`src/rtl/wbc_pkg.sv`:
```
package wbc_pkg;

    typedef enum logic [1:0] {
        RX_HUNT = 2'd0,
        RX_SYNC = 2'd1,
        RX_LOCK = 2'd2,
        RX_PULL = 2'd3
    } rx_state_e;

    // A trailer bit is correct when it is the inverse of the top payload bit.
    function automatic logic trailer_ok(input logic top_bit, input logic trailer_bit);
        return trailer_bit == ~top_bit;
    endfunction

endpackage

```
`src/rtl/wbc_pattern_det.sv`:
```
module wbc_pattern_det (
    input  logic clk,
    input  logic rst_n,
    input  logic ser_in,
    output logic hit
);
    localparam int HIST_W = 3;

    typedef struct packed {
        logic [HIST_W-1:0] hist;
    } pd_t;

    pd_t pd_d, pd_q;

    always_comb begin
        pd_d      = pd_q;
        pd_d.hist = {pd_q.hist[HIST_W-2:0], ser_in};
    end

    always_ff @(posedge clk or negedge rst_n) begin
        if (!rst_n) pd_q <= '0;
        else        pd_q <= pd_d;
    end

    // hist[2] = payload top bit, hist[1:0] = trailer pair, ser_in = start bit
    assign hit = !ser_in
               && (pd_q.hist[2] != pd_q.hist[1])
               && (pd_q.hist[1] == pd_q.hist[0]);

endmodule

```
`src/rtl/wbc_quiet_timer.sv`:
```
module wbc_quiet_timer #(
    parameter int QUIET_LEN = 25
) (
    input  logic clk,
    input  logic rst_n,
    input  logic arm,
    input  logic ser_in,
    output logic expired
);
    localparam int QW = $clog2(QUIET_LEN + 1);
    localparam logic [QW-1:0] Q_LAST = QW'(QUIET_LEN - 1);

    typedef struct packed {
        logic [QW-1:0] run;
    } qt_t;

    qt_t qt_d, qt_q;

    always_comb begin
        qt_d = qt_q;
        if (!arm || ser_in) begin
            qt_d.run = '0;
        end else if (qt_q.run != Q_LAST) begin
            qt_d.run = qt_q.run + 1'b1;
        end
    end

    always_ff @(posedge clk or negedge rst_n) begin
        if (!rst_n) qt_q <= '0;
        else        qt_q <= qt_d;
    end

    assign expired = arm && !ser_in && (qt_q.run == Q_LAST);

endmodule

```
`src/rtl/wbc_sat_counter.sv`:
```
module wbc_sat_counter #(
    parameter int CNT_W = 4
) (
    input  logic             clk,
    input  logic             rst_n,
    input  logic             inc,
    output logic [CNT_W-1:0] value
);
    localparam logic [CNT_W-1:0] C_MAX = '1;

    typedef struct packed {
        logic [CNT_W-1:0] cnt;
    } sc_t;

    sc_t sc_d, sc_q;

    always_comb begin
        sc_d = sc_q;
        if (inc && (sc_q.cnt != C_MAX)) begin
            sc_d.cnt = sc_q.cnt + 1'b1;
        end
    end

    always_ff @(posedge clk or negedge rst_n) begin
        if (!rst_n) sc_q <= '0;
        else        sc_q <= sc_d;
    end

    assign value = sc_q.cnt;

endmodule

```
`src/rtl/wbc_deser.sv`:
```
module wbc_deser
    import wbc_pkg::*;
#(
    parameter int DATA_W      = 22,
    parameter int QUIET_LEN   = 25,
    parameter int LOCK_FRAMES = 2,
    parameter int CNT_W       = 4
) (
    input  logic              clk,
    input  logic              rst_n,
    input  logic              link_en,
    input  logic              ser_in,
    output logic [DATA_W-1:0] word_out,
    output logic              word_stb,
    output logic              frame_err,
    output logic              pullup_req,
    output logic [CNT_W-1:0]  err_count
);
    localparam int FRAME_W = DATA_W + 3;
    localparam int IDX_W   = $clog2(FRAME_W);
    localparam int LOCK_W  = $clog2(LOCK_FRAMES) + 1;

    localparam logic [IDX_W-1:0]  IDX_DATA0 = IDX_W'(1);
    localparam logic [IDX_W-1:0]  IDX_DATAN = IDX_W'(DATA_W);
    localparam logic [IDX_W-1:0]  IDX_BND0  = IDX_W'(DATA_W + 1);
    localparam logic [IDX_W-1:0]  IDX_LAST  = IDX_W'(DATA_W + 2);
    localparam logic [LOCK_W-1:0] LOCK_LAST = LOCK_W'(LOCK_FRAMES - 1);

    typedef struct packed {
        rx_state_e         st;
        logic [IDX_W-1:0]  idx;
        logic [DATA_W-1:0] shreg;
        logic [LOCK_W-1:0] good;
        logic [DATA_W-1:0] word;
        logic              stb;
        logic              err;
    } rx_t;

    rx_t  rx_d, rx_q;
    logic hunt_hit;
    logic quiet_done;
    logic err_hit;
    logic in_data, at_trailer, trailer_bad;

    wbc_pattern_det u_pat (
        .clk    (clk),
        .rst_n  (rst_n),
        .ser_in (ser_in),
        .hit    (hunt_hit)
    );

    wbc_quiet_timer #(.QUIET_LEN(QUIET_LEN)) u_quiet (
        .clk     (clk),
        .rst_n   (rst_n),
        .arm     (rx_q.st == RX_PULL),
        .ser_in  (ser_in),
        .expired (quiet_done)
    );

    wbc_sat_counter #(.CNT_W(CNT_W)) u_cnt (
        .clk   (clk),
        .rst_n (rst_n),
        .inc   (err_hit),
        .value (err_count)
    );

    always_comb begin
        in_data     = (rx_q.idx >= IDX_DATA0) && (rx_q.idx <= IDX_DATAN);
        at_trailer  = (rx_q.idx == IDX_BND0) || (rx_q.idx == IDX_LAST);
        trailer_bad = at_trailer && !trailer_ok(rx_q.shreg[DATA_W-1], ser_in);
    end

    always_comb begin
        rx_d     = rx_q;
        rx_d.stb = 1'b0;
        rx_d.err = 1'b0;
        err_hit  = 1'b0;

        if (!link_en) begin
            rx_d.st   = RX_HUNT;
            rx_d.idx  = '0;
            rx_d.good = '0;
        end else begin
            unique case (rx_q.st)
                RX_HUNT: begin
                    if (hunt_hit) begin
                        rx_d.st   = RX_SYNC;
                        rx_d.idx  = IDX_DATA0;
                        rx_d.good = '0;
                    end
                end
                RX_SYNC, RX_LOCK: begin
                    rx_d.idx = (rx_q.idx == IDX_LAST) ? '0 : rx_q.idx + 1'b1;
                    if (in_data) begin
                        rx_d.shreg = {ser_in, rx_q.shreg[DATA_W-1:1]};
                    end
                    if (trailer_bad) begin
                        if (rx_q.st == RX_LOCK) begin
                            rx_d.st  = RX_PULL;
                            rx_d.err = 1'b1;
                            err_hit  = 1'b1;
                        end else begin
                            rx_d.st = RX_HUNT;
                        end
                        rx_d.idx  = '0;
                        rx_d.good = '0;
                    end else if (rx_q.idx == IDX_LAST) begin
                        if (rx_q.st == RX_LOCK) begin
                            rx_d.word = rx_q.shreg;
                            rx_d.stb  = 1'b1;
                        end else if (rx_q.good == LOCK_LAST) begin
                            rx_d.st = RX_LOCK;
                        end else begin
                            rx_d.good = rx_q.good + 1'b1;
                        end
                    end
                end
                RX_PULL: begin
                    if (quiet_done) begin
                        rx_d.st = RX_HUNT;
                    end
                end
                default: rx_d.st = RX_HUNT;
            endcase
        end
    end

    always_ff @(posedge clk or negedge rst_n) begin
        if (!rst_n) begin
            rx_q    <= '0;
            rx_q.st <= RX_HUNT;
        end else begin
            rx_q <= rx_d;
        end
    end

    assign word_out   = rx_q.word;
    assign word_stb   = rx_q.stb;
    assign frame_err  = rx_q.err;
    assign pullup_req = (rx_q.st == RX_PULL);

endmodule

```
`config.mk`:
```
export PLATFORM = sky130hd
export DESIGN_NAME = wbc_deser
export DESIGN_NICKNAME = d
export VERILOG_FILES = /design/src/rtl/wbc_pkg.sv /design/src/rtl/wbc_pattern_det.sv /design/src/rtl/wbc_quiet_timer.sv /design/src/rtl/wbc_sat_counter.sv /design/src/rtl/wbc_deser.sv
export SDC_FILE = /design/constraint.sdc
export NUM_CORES = 1
export LEC_CHECK = 0
export CORE_MARGIN = 2
export CORE_UTILIZATION = 54
export CTS_BUF_LIST = sky130_fd_sc_hd__clkbuf_16
export DETAILED_ROUTE_END_ITERATION = 10
export PLACE_DENSITY_LB_ADDON = 0.2
export SYNTH_ARGS = -nofsm -noshare
export SYNTH_HDL_FRONTEND = slang
export SYNTH_SLANG_ARGS = --single-unit
export TNS_END_PERCENT = 1
```
`constraint.sdc`:
```
create_clock -name clk -period 5.09 [get_ports clk]
set_input_delay 0.7635 -clock clk [delete_from_list [all_inputs] [get_ports clk]]
set_output_delay 0.7635 -clock clk [all_outputs]
set_load 0.02 [all_outputs]
```
==> results.md, run 1 <==
* Highest metal used: met4
* Grt total ovfl at 0
* Post-synth EDFFs at 0
* Post-DR vias/cell at 5.45
* Synth Register Bits at 67
* Area after DPL at 3480 sq um
* Area contributors post-synth: dfrtp_1 51%, mux2_2 9.2%, mux2_4 8.6%
* Core area at 5920 sq um
* Post-Synthesis Cells at 258
* Total clock sinks at 67
* DIE WIDTH at ~82 um
* Synthesized area per cell at around 13 sq um
* Crit-path cells: clkdlybuf4s50_1 -> xnor2_1 -> o211ai_1 -> a311oi_2 -> mux2_2
* Slew Limit Fails at 0
* Vias at 1913
* Design area at approximately 3800 sq um
* Die H at about 80 um
* Worst Setup End Kind: register
* Syn-to-layout area delta at 13.8%
* Post-cts resize count at 0
* RSZ-0062 raised after global routing: false
* Iter 0 DRT Violations at 65
* Setup TNS at 0 ps
* Vias in the first global route at 1939
* Worst reg2reg path startpoint: rx_q[48]
* Avg WL per Cell at between 15 and 20 um
* DRC Markers at 0
* Met3 wire len at 211 um
* Area share of the largest cell type after synthesis at 50.7%
* Final worst setup slack at 2300 ps
* Final wirelength at 5400 um
* Ys async rst share at 100%
* Primary FF master, synth: dfrtp_1
* Initial antenna violation count at 0
* Area leader, netlist: dfrtp_1
* Endpoints failing setup at 0
* Commonest non-fill, non-tap cell in the layout: dfrtp_1
* Antenna Nets Post-Route at 0
* Post-DP HPWL at 3480 um
* Syn. warnings at 0
* CTS H-Tree Depth at 3
* Total Nets Final at 287
* Hold buffer count at CTS at 0
* Critical path destination: u_cnt.value[1]
* Leakage at 1.74 nW
* WS Path Type: in -> reg
* Largest net degree at the start of global routing at 58
* Register area share after synthesis at 50.7%
* Crit Path Max Fanout at 15
* F_max at approximately 360 MHz
* R2R depth at 6
* Reg-to-Reg End: rx_q[52]
* Cell variety after synth at 48
* Post-Syn Area at approximately 3300 sq um
* Peak VDD IR at approximately 270 uV
* Clock tree from TritonCTS: built
* Worst Skew at 4.55 ps
* Worst-skew pair later-pin latency at 330 ps
* Net Count, Synth at 274
* Met1 WL at 2510 um
* Crit-path max cell delay at 550 ps
* Max Cap Viol at 0
* PwrDens at 395 nW/um^2
* WP data required at approximately 5300 ps
* IO Count at 33
* CP startpoint: ser_in
* Postcts setup bufs at 0
* Port bufs at 32
* Root Buffer: clkbuf_16
* Final Hold Vio Count at 0
* Worst slew margin at around a fifth
* First-pass GRT wire length at 8940 um
* Die area at 6770 sq um
* # diodes at 0
* Most frequent cells in the layout: 67 x dfrtp_1, 31 x clkdlybuf4s50_1, 27 x mux2_2, 19 x mux2_4, 12 x ha_1
* Worst path arrival time at roughly 3000 ps
* CTS buffer count at 9
* Slowest library cell on the worst path: clkdlybuf4s50_1
* CTS max path bufs at 2
* # rows at 28
* Reg clk slew, reported paths at 60 ps
* Worst-margin pin slew at 1170 ps
* Startpoint types: input pin
* Final core utilization at between 60% and 70%
* Routed wl met2 at 2570 um
* Min Tclk post-route at 2790 ps
* Proportion of layout cells with a drive suffix above 1 at 24.6%
* Starting Density at 55.9%
* HP Class: in -> async
* Place WS at 2000 ps
* Final worst-path cycle share at 54.8%
* Global Route Usage Sum at 18.0%
* Status: finished, final reports clean
* Flop2flop setup slack at 2510 ps
* RD Place Congestion at 0.839
* First-pass iteration count of the detailed router at 4
-- registers in the layout, indices dropped and copies added (netlist names) --
signal and count:
word_out 22, word_stb 1, u_pat.pd_q 3, frame_err 1, rx_q 31, u_cnt.value 4
u_quiet.qt_q 5
-- metrics by stage --
| step | total power, W | instances | hold slack [ps] |
|---|---|---|---|
| floorplan | 0.000835 | 258 | 367 |
| global placement | 0.000893 | 335 | 373 |
| detailed placement | 0.000901 | 335 | 380 |
| CTS | 0.00150 | 351 | 289 |
| global route | 0.00156 | 351 | 299 |
| finish | 0.00149 | 351 | 287 |
-- layout make-up --
type	instances	area (sq um)
Multi-Input combinational cell	149	1340
Inverter	10	37.5
Fill cell	477	2150
Clock buffer	9	225
Timing Repair Buffer	34	330
Sequential cell	67	1680
Clock inverter	7	60.1
Tap cell	75	93.8
-- power by group --
part           switching, W  leakage, nW  total [W]  internal (W)
Clock              0.000220        0.144   0.000592      0.000372
Combinational      0.000145        0.681   0.000266      0.000121
Sequential        0.0000454        0.915   0.000629      0.000584
Total              0.000410         1.74    0.00149       0.00108
-- worst min path at each step --
| stage | from | to | slack [ps] | cells past startpoint |
|---|---|---|---|---|
| 4_1_cts | rst_n | word_out[11] | 290 | 1 |
| 3_5_place_dp | u_pat.pd_q[0] | u_pat.pd_q[1] | 380 | 0 |
| 5_1_grt | rst_n | word_out[11] | 300 | 1 |
| 3_3_place_gp | u_pat.pd_q[1] | u_pat.pd_q[2] | 370 | 0 |
| 6_report | rst_n | word_out[11] | 290 | 1 |
| 2_1_floorplan | u_pat.pd_q[0] | u_pat.pd_q[1] | 370 | 0 |
-- routing by layer --
| metal | vias up | track usage, % |
|---|---|---|
| li1 | 919 | - |
| met1 | 952 | 21.9 |
| met2 | 33 | 29.0 |
| met3 | 9 | 5.54 |
| met4 | 0 | 9.00 |
| met5 | - | 0 |
-- critical path, delay by kind of cell --
family	cells	cell delay (ps)
XOR/XNOR	1	300
multiplexers	1	380
buffers and inverters	1	550
AO/OA/AOI/OAI	2	1020
-- kinds of logic (layout without fill, tap and decap cells) --
group / count (synthesis) / after routing / share of synthesized area (%)
flops: 67 / 67 / 50.7
simple gates: 53 / 53 / 9.15
mux: 46 / 46 / 17.8
buf+inv: 42 / 60 / 8.74
compound gates: 32 / 32 / 7.49
fa+ha+maj: 12 / 12 / 4.54
xor+xnor: 6 / 6 / 1.59
-- cells in the mapped netlist, types with 3 or more instances --
cell type	instances
buf_2	4
nor2_1	11
a32oi_1	3
inv_1	10
dfrtp_1	67
nand2b_1	3
and2_1	4
o21ai_0	3
o22ai_1	4
buf_4	23
nand2_1	9
mux2_4	19
xor2_1	4
a21oi_1	3
o31ai_1	3
mux2_2	27
a31oi_1	4
nand3_1	8
ha_1	12
No activity file was read; power rests on OpenSTA's default activity.
==> run 2, diff against run 1 <==
==> constraint.sdc (replaced) <==
create_clock -name clk -period 2.8 [get_ports clk]
set_input_delay 0.42 -clock clk [delete_from_list [all_inputs] [get_ports clk]]
set_output_delay 0.42 -clock clk [all_outputs]
set_load 0.02 [all_outputs]
==> run 2 against run 1 <==
Utilization is 0.95 points higher. Wire length rose by 1.2%. Combinational power rose by 85%. Non-clock buffer count rose by 3. Final area grew 1.5%. Register-to-register slack lost 1900 ps. Critical endpoint is now word_out[2]. Sequential power is 81% higher. Largest cell class unchanged. Highest routed layer unchanged.
==> results.md, run 2 (synthesized netlist as in run 1, its figures left out) <==
* Most frequent cells in the layout: 67 x dfrtp_1, 31 x clkdlybuf4s50_1, 27 x mux2_2, 19 x mux2_4, 12 x ha_1
* Core area at 5920 sq um
* HP Class: in -> async
* Slew Limit Fails at 0
* Die area at 6770 sq um
* Root Buffer: clkbuf_16
* WS Path Type: reg -> reg
* Post-DP HPWL at 3640 um
* Die H at 82.3 um
* Fillcell total at 457
* # diodes at 0
* Total clock sinks at between 60 and 70
* Worst-margin pin slew at 728 ps
* Crit Path Max Fanout at 23
* Grt met3 use at 5.22%
* Min Tclk post-route at 2150 ps
* F_max at 466 MHz
* Commonest non-fill, non-tap cell in the layout: dfrtp_1
* Startpoint types: register
* CTS buffer count at 9
* Peak VDD IR at 462 uV
* Final Hold Vio Count at 0
* Psw at 0.000739 W
* CP startpoint: rx_q[48]
* Proportion of layout cells with a drive suffix above 1 at approximately 26%
* Worst reg2reg path startpoint: rx_q[48]
* Seq pwr share at about two fifths
* Endpoints failing setup at 0
* WP data required at 3000 ps
* Worst Setup End Kind: register
* Status: finished, final reports clean
* Largest net degree at the start of global routing at 29
* Avg WL per Cell at 15.5 um
* Total Nets Final at 290
* RD Place Congestion at 0.839
* Worst slew margin at 51.0%
* Global Route Usage Sum at 18.5%
* Starting Density at 55.9%
* Port bufs at 32
* DRC Markers at 0
* GR Layer Usage met2 at 29.8%
* First-pass iteration count of the detailed router at 4
* Pint at 0.00205 W
* PwrDens at between 700 and 800 nW/um^2
* Postcts setup bufs at 0
* CTS H-Tree Depth at 3
* Hold buffer count at CTS at 0
* Vias at ~1900
* Post-cts resize count at 0
* Initial antenna violation count at 0
* Vias in the first global route at 1963
* Syn-to-layout area delta at 15.5%
* Worst Skew at 2.76 ps
* GR Util met1 at about a quarter
* # rows at 28
* Clock tree from TritonCTS: built
* Final worst-path cycle share at between 70% and 80%
* Post-DR vias/cell at 5.46
* Setup TNS at 0 ps
* IO Count at 33
* Net Sw Frac at 26.5%
* Tot Pwr at 0.00279 W
* Reg clk slew, reported paths at 50 ps
* RSZ-0062 raised after global routing: false
* Final wirelength at 5460 um
* First-pass GRT wire length at 9400 um
* Grt total ovfl at 0
* Worst-skew pair later-pin latency at between 300 and 400 ps
* Leakage at 1.76 nW
* Combinational power share at 17.6%
* Iter 0 DRT Violations at between 80 and 90
* DIE WIDTH at 82.3 um
* CTS max path bufs at 2
* Worst path arrival time at ~2400 ps
* Largest Register: rx_q
* Antenna Nets Post-Route at 0
* Max FFs per register at 31
* R2R depth at 7
* Clock share of power at slightly above 40%
* Max Cap Viol at 0
* GRT Max-Usage Layer: met2
==> run 2: cell count changes in the layout (fill, tap and decap cells not counted) <==
cell	change
clkinv_2	-1
buf_12	+1
inv_1	-1
buf_4	+2
bufinv_16	+1
==> run 2: per-stage QoR <==
step | instances | utilization [%] | hold WS (ps) | setup slack (ps) | area [sq um]
after detailed placement | 338 | 59.4 | 387 | 424 | 3520
final | 353 | 64.6 | 47.3 | 652 | 3820
after global routing | 353 | 64.6 | 75.6 | 567 | 3820
after CTS | 353 | 64.6 | 51.0 | 637 | 3820
after global placement | 338 | 59.4 | 383 | 471 | 3520
after floorplan | 258 | - | 124 | 748 | 3310
==> run 2: worst max-delay path, stage by stage, from the launching register on <==
cell and delay (ps):
dfrtp_1 410, inv_1 120, ha_1 230, and3b_1 190
o211a_4 280, nor3_4 200, buf_12 230, mux2_2 360
==> run 2: layout make-up <==
| cell class | instances | area (sq um) | area share (%) |
|---|---|---|---|
| Timing Repair Buffer | 37 | 365 | 9.56 |
| Clock inverter | 6 | 81.3 | 2.13 |
| Inverter | 10 | 37.5 | 0.982 |
| Multi-Input combinational cell | 149 | 1340 | 35.1 |
| Sequential cell | 67 | 1680 | 43.9 |
| Tap cell | 75 | 93.8 | 2.45 |
| Clock buffer | 9 | 225 | 5.89 |
==> run 2: worst paths after layout <==
path	to	slack [ps]
worst max-delay path	word_out[2]	650
worst min register to register	u_pat.pd_q[1]	400
worst min-delay path	word_out[16]	50
worst max register to register	word_out[2]	650
max in group asynchronous	rx_q[52]	2040
min in group clk	u_pat.pd_q[1]	400
==> run 2: power by group through the flow <==
| stage | clock, W | combinational, W | sequential, W |
|---|---|---|---|
| after detailed placement | 0 | 0.000487 | 0.00116 |
| after global routing | 0.00123 | 0.000544 | 0.00116 |
| after global placement | 0 | 0.000475 | 0.00115 |
| after CTS | 0.00118 | 0.000492 | 0.00114 |
| final | 0.00116 | 0.000491 | 0.00114 |
| after floorplan | 0 | 0.000385 | 0.00113 |
==> run 2: routing by layer <==
layer / share of wire, % / wire length [um] / vias to the layer above
met3: 3.9 / 214 / 6
met1: 46 / 2530 / 955
li1: - / - / 930
met4: 1.2 / 65 / 0
met5: 0 / 0 / -
met2: 49 / 2650 / 37
==> run 3, diff against run 2 <==
==> constraint.sdc (replaced) <==
create_clock -name clk -period 2.2 [get_ports clk]
set_input_delay 0.33 -clock clk [delete_from_list [all_inputs] [get_ports clk]]
set_output_delay 0.33 -clock clk [all_outputs]
set_load 0.02 [all_outputs]
==> run 3 against run 2 <==
Power grew 27%. Cell count grew 2.8%. Maximum frequency grew 2.9%. Via count grew 3.4%.
==> results.md, run 3 (synthesized netlist as in run 1, its figures left out) <==
* Leakage at 1.82 nW
* # diodes at 0
* Post-DR vias/cell at about 5.5
* Initial antenna violation count at 0
* Starting Density at 55.9%
* Largest Register: rx_q
* # rows at 28
* Port bufs at 32
* PwrDens at 899 nW/um^2
* CTS buffer count at 9
* R2R depth at 7
* Area after DPL at between 3000 and 4000 sq um
* Slew Limit Fails at 0
* First-pass iteration count of the detailed router at 4
* DRC Markers at 0
* Max FFs per register at 31
* Worst slew margin at 56.6%
* CTS H-Tree Depth at 3
* Commonest non-fill, non-tap cell in the layout: dfrtp_1
* Proportion of layout cells with a drive suffix above 1 at 29.2%
* Syn-to-layout area delta at 19.7%
* Place WS at -20.8 ps
* Endpoints failing setup at 0
* Vias in the first global route at between 1500 and 2000
* Startpoint types: register
* F_max at 479 MHz
* Crit Path Max Fanout at 11
* Post-DP HPWL at 3430 um
* Worst Setup End Kind: register
* Final worst setup slack at around 110 ps
* Peak VDD IR at 536 uV
* Hold buffer count at CTS at 0
* Clock tree from TritonCTS: built
* Max Cap Viol at 0
* WS Path Type: reg -> reg
* Final hold slack at 10.8 ps
* Core area at 5920 sq um
* Min Tclk post-route at between 2000 and 2500 ps
* Vias at 1993
* Design area at 3960 sq um
* Worst-skew pair later-pin latency at 330 ps
* IO Count at 33
* Worst path arrival time at approximately 2300 ps
* Final Hold Vio Count at 0
* HP Class: in -> async
* Status: finished, final reports clean
* First-pass GRT wire length at about 9000 um
* Largest net degree at the start of global routing at 68
* Die area at 6770 sq um
* Global Route Usage Sum at 17.6%
* Total clock sinks at 67
* Reg clk slew, reported paths at approximately 60 ps
* RSZ-0062 raised after global routing: false
* Antenna Nets Post-Route at 0
* Iter 0 DRT Violations at 117
* Total Nets Final at 299
* DIE WIDTH at 82.3 um
* Most frequent cells in the layout: 66 x dfrtp_1, 31 x clkdlybuf4s50_1, 27 x mux2_2, 19 x mux2_4, 12 x ha_1
* Avg WL per Cell at 15.5 um
* Die H at 82.3 um
* Final worst-path cycle share at 94.8%
* Root Buffer: clkbuf_16
* RD Place Congestion at 0.855
* Final wirelength at 5630 um
* CTS max path bufs at 2
* WP data required at roughly 2400 ps
* Worst-margin pin slew at around 650 ps
* Fillcell total at 457
* Worst Skew at 7.71 ps
* Grt total ovfl at 0
[run 3: changes by cell type in the layout (fill, tap and decap cells not counted), moves of 2 or more]
cell       before  now
buf_12          1    4
buf_4           4    8
clkbuf_16       9   11
clkinv_4        0    2
[run 3: per-stage QoR]
| stage | total power, W | utilization, % | TNS, ps | cells |
|---|---|---|---|---|
| floorplan | 0.00193 | - | 0 | 258 |
| global placement | 0.00213 | 60.6 | 0 | 344 |
| detailed placement | 0.00215 | 60.6 | -20.8 | 344 |
| CTS | 0.00360 | 65.7 | 0 | 360 |
| global route | 0.00374 | 66.9 | 0 | 363 |
| finish | 0.00356 | 66.9 | 0 | 363 |
[run 3: power by group]
| part | switching [W] | internal, W | leakage, nW | total [W] |
|---|---|---|---|---|
| clock | 0.000542 | 0.000882 | 0.142 | 0.00142 |
| sequential | 0.000103 | 0.00135 | 0.913 | 0.00145 |
| combinational | 0.000352 | 0.000328 | 0.770 | 0.000680 |
| total | 0.000997 | 0.00256 | 1.82 | 0.00356 |
[run 3: final timing paths]
kind | endpoint | slack, ps | startpoint
max in group asynchronous | rx_q[49] | 1880 | rst_n
max reg2reg | word_out[7] | 110 | rx_q[54]
max | word_out[7] | 110 | rx_q[54]
min reg2reg | u_pat.pd_q[2] | 400 | u_pat.pd_q[1]
min | word_stb | 10 | rst_n
min in group clk | u_pat.pd_q[2] | 400 | u_pat.pd_q[1]
[run 3: area by class of cell]
cell class	count	area, sq um	share of cell area [%]
Sequential cell	67	1680	42.4
Multi-Input combinational cell	149	1340	33.9
Timing Repair Buffer	46	505	12.8
Clock buffer	9	225	5.69
Tap cell	75	93.8	2.37
Clock inverter	7	76.3	1.93
Inverter	10	37.5	0.948
[run 3: metal layers]
layer / routed length [um] / GRT usage, %
met1: 2720 / 23.2
met5: 0 / 0
met3: 206 / 5.00
met4: 89 / 7.00
met2: 2610 / 27.5
[run 3: repair_timing]
item                                    in CTS  in global routing
buffers inserted                             0                  1
endpoints found under the setup margin       0                 21
resized for setup                            0                  2
hold endpoints to repair                     0                  0
[run 3: worst max-delay path, cell delays in order, from the launching register on]
cell,delay (ps)
dfrtp_1,400
inv_1,80
ha_1,410
nand2_1,200
nor3_4,260
buf_12,150
clkbuf_16,170
mux2_4,300
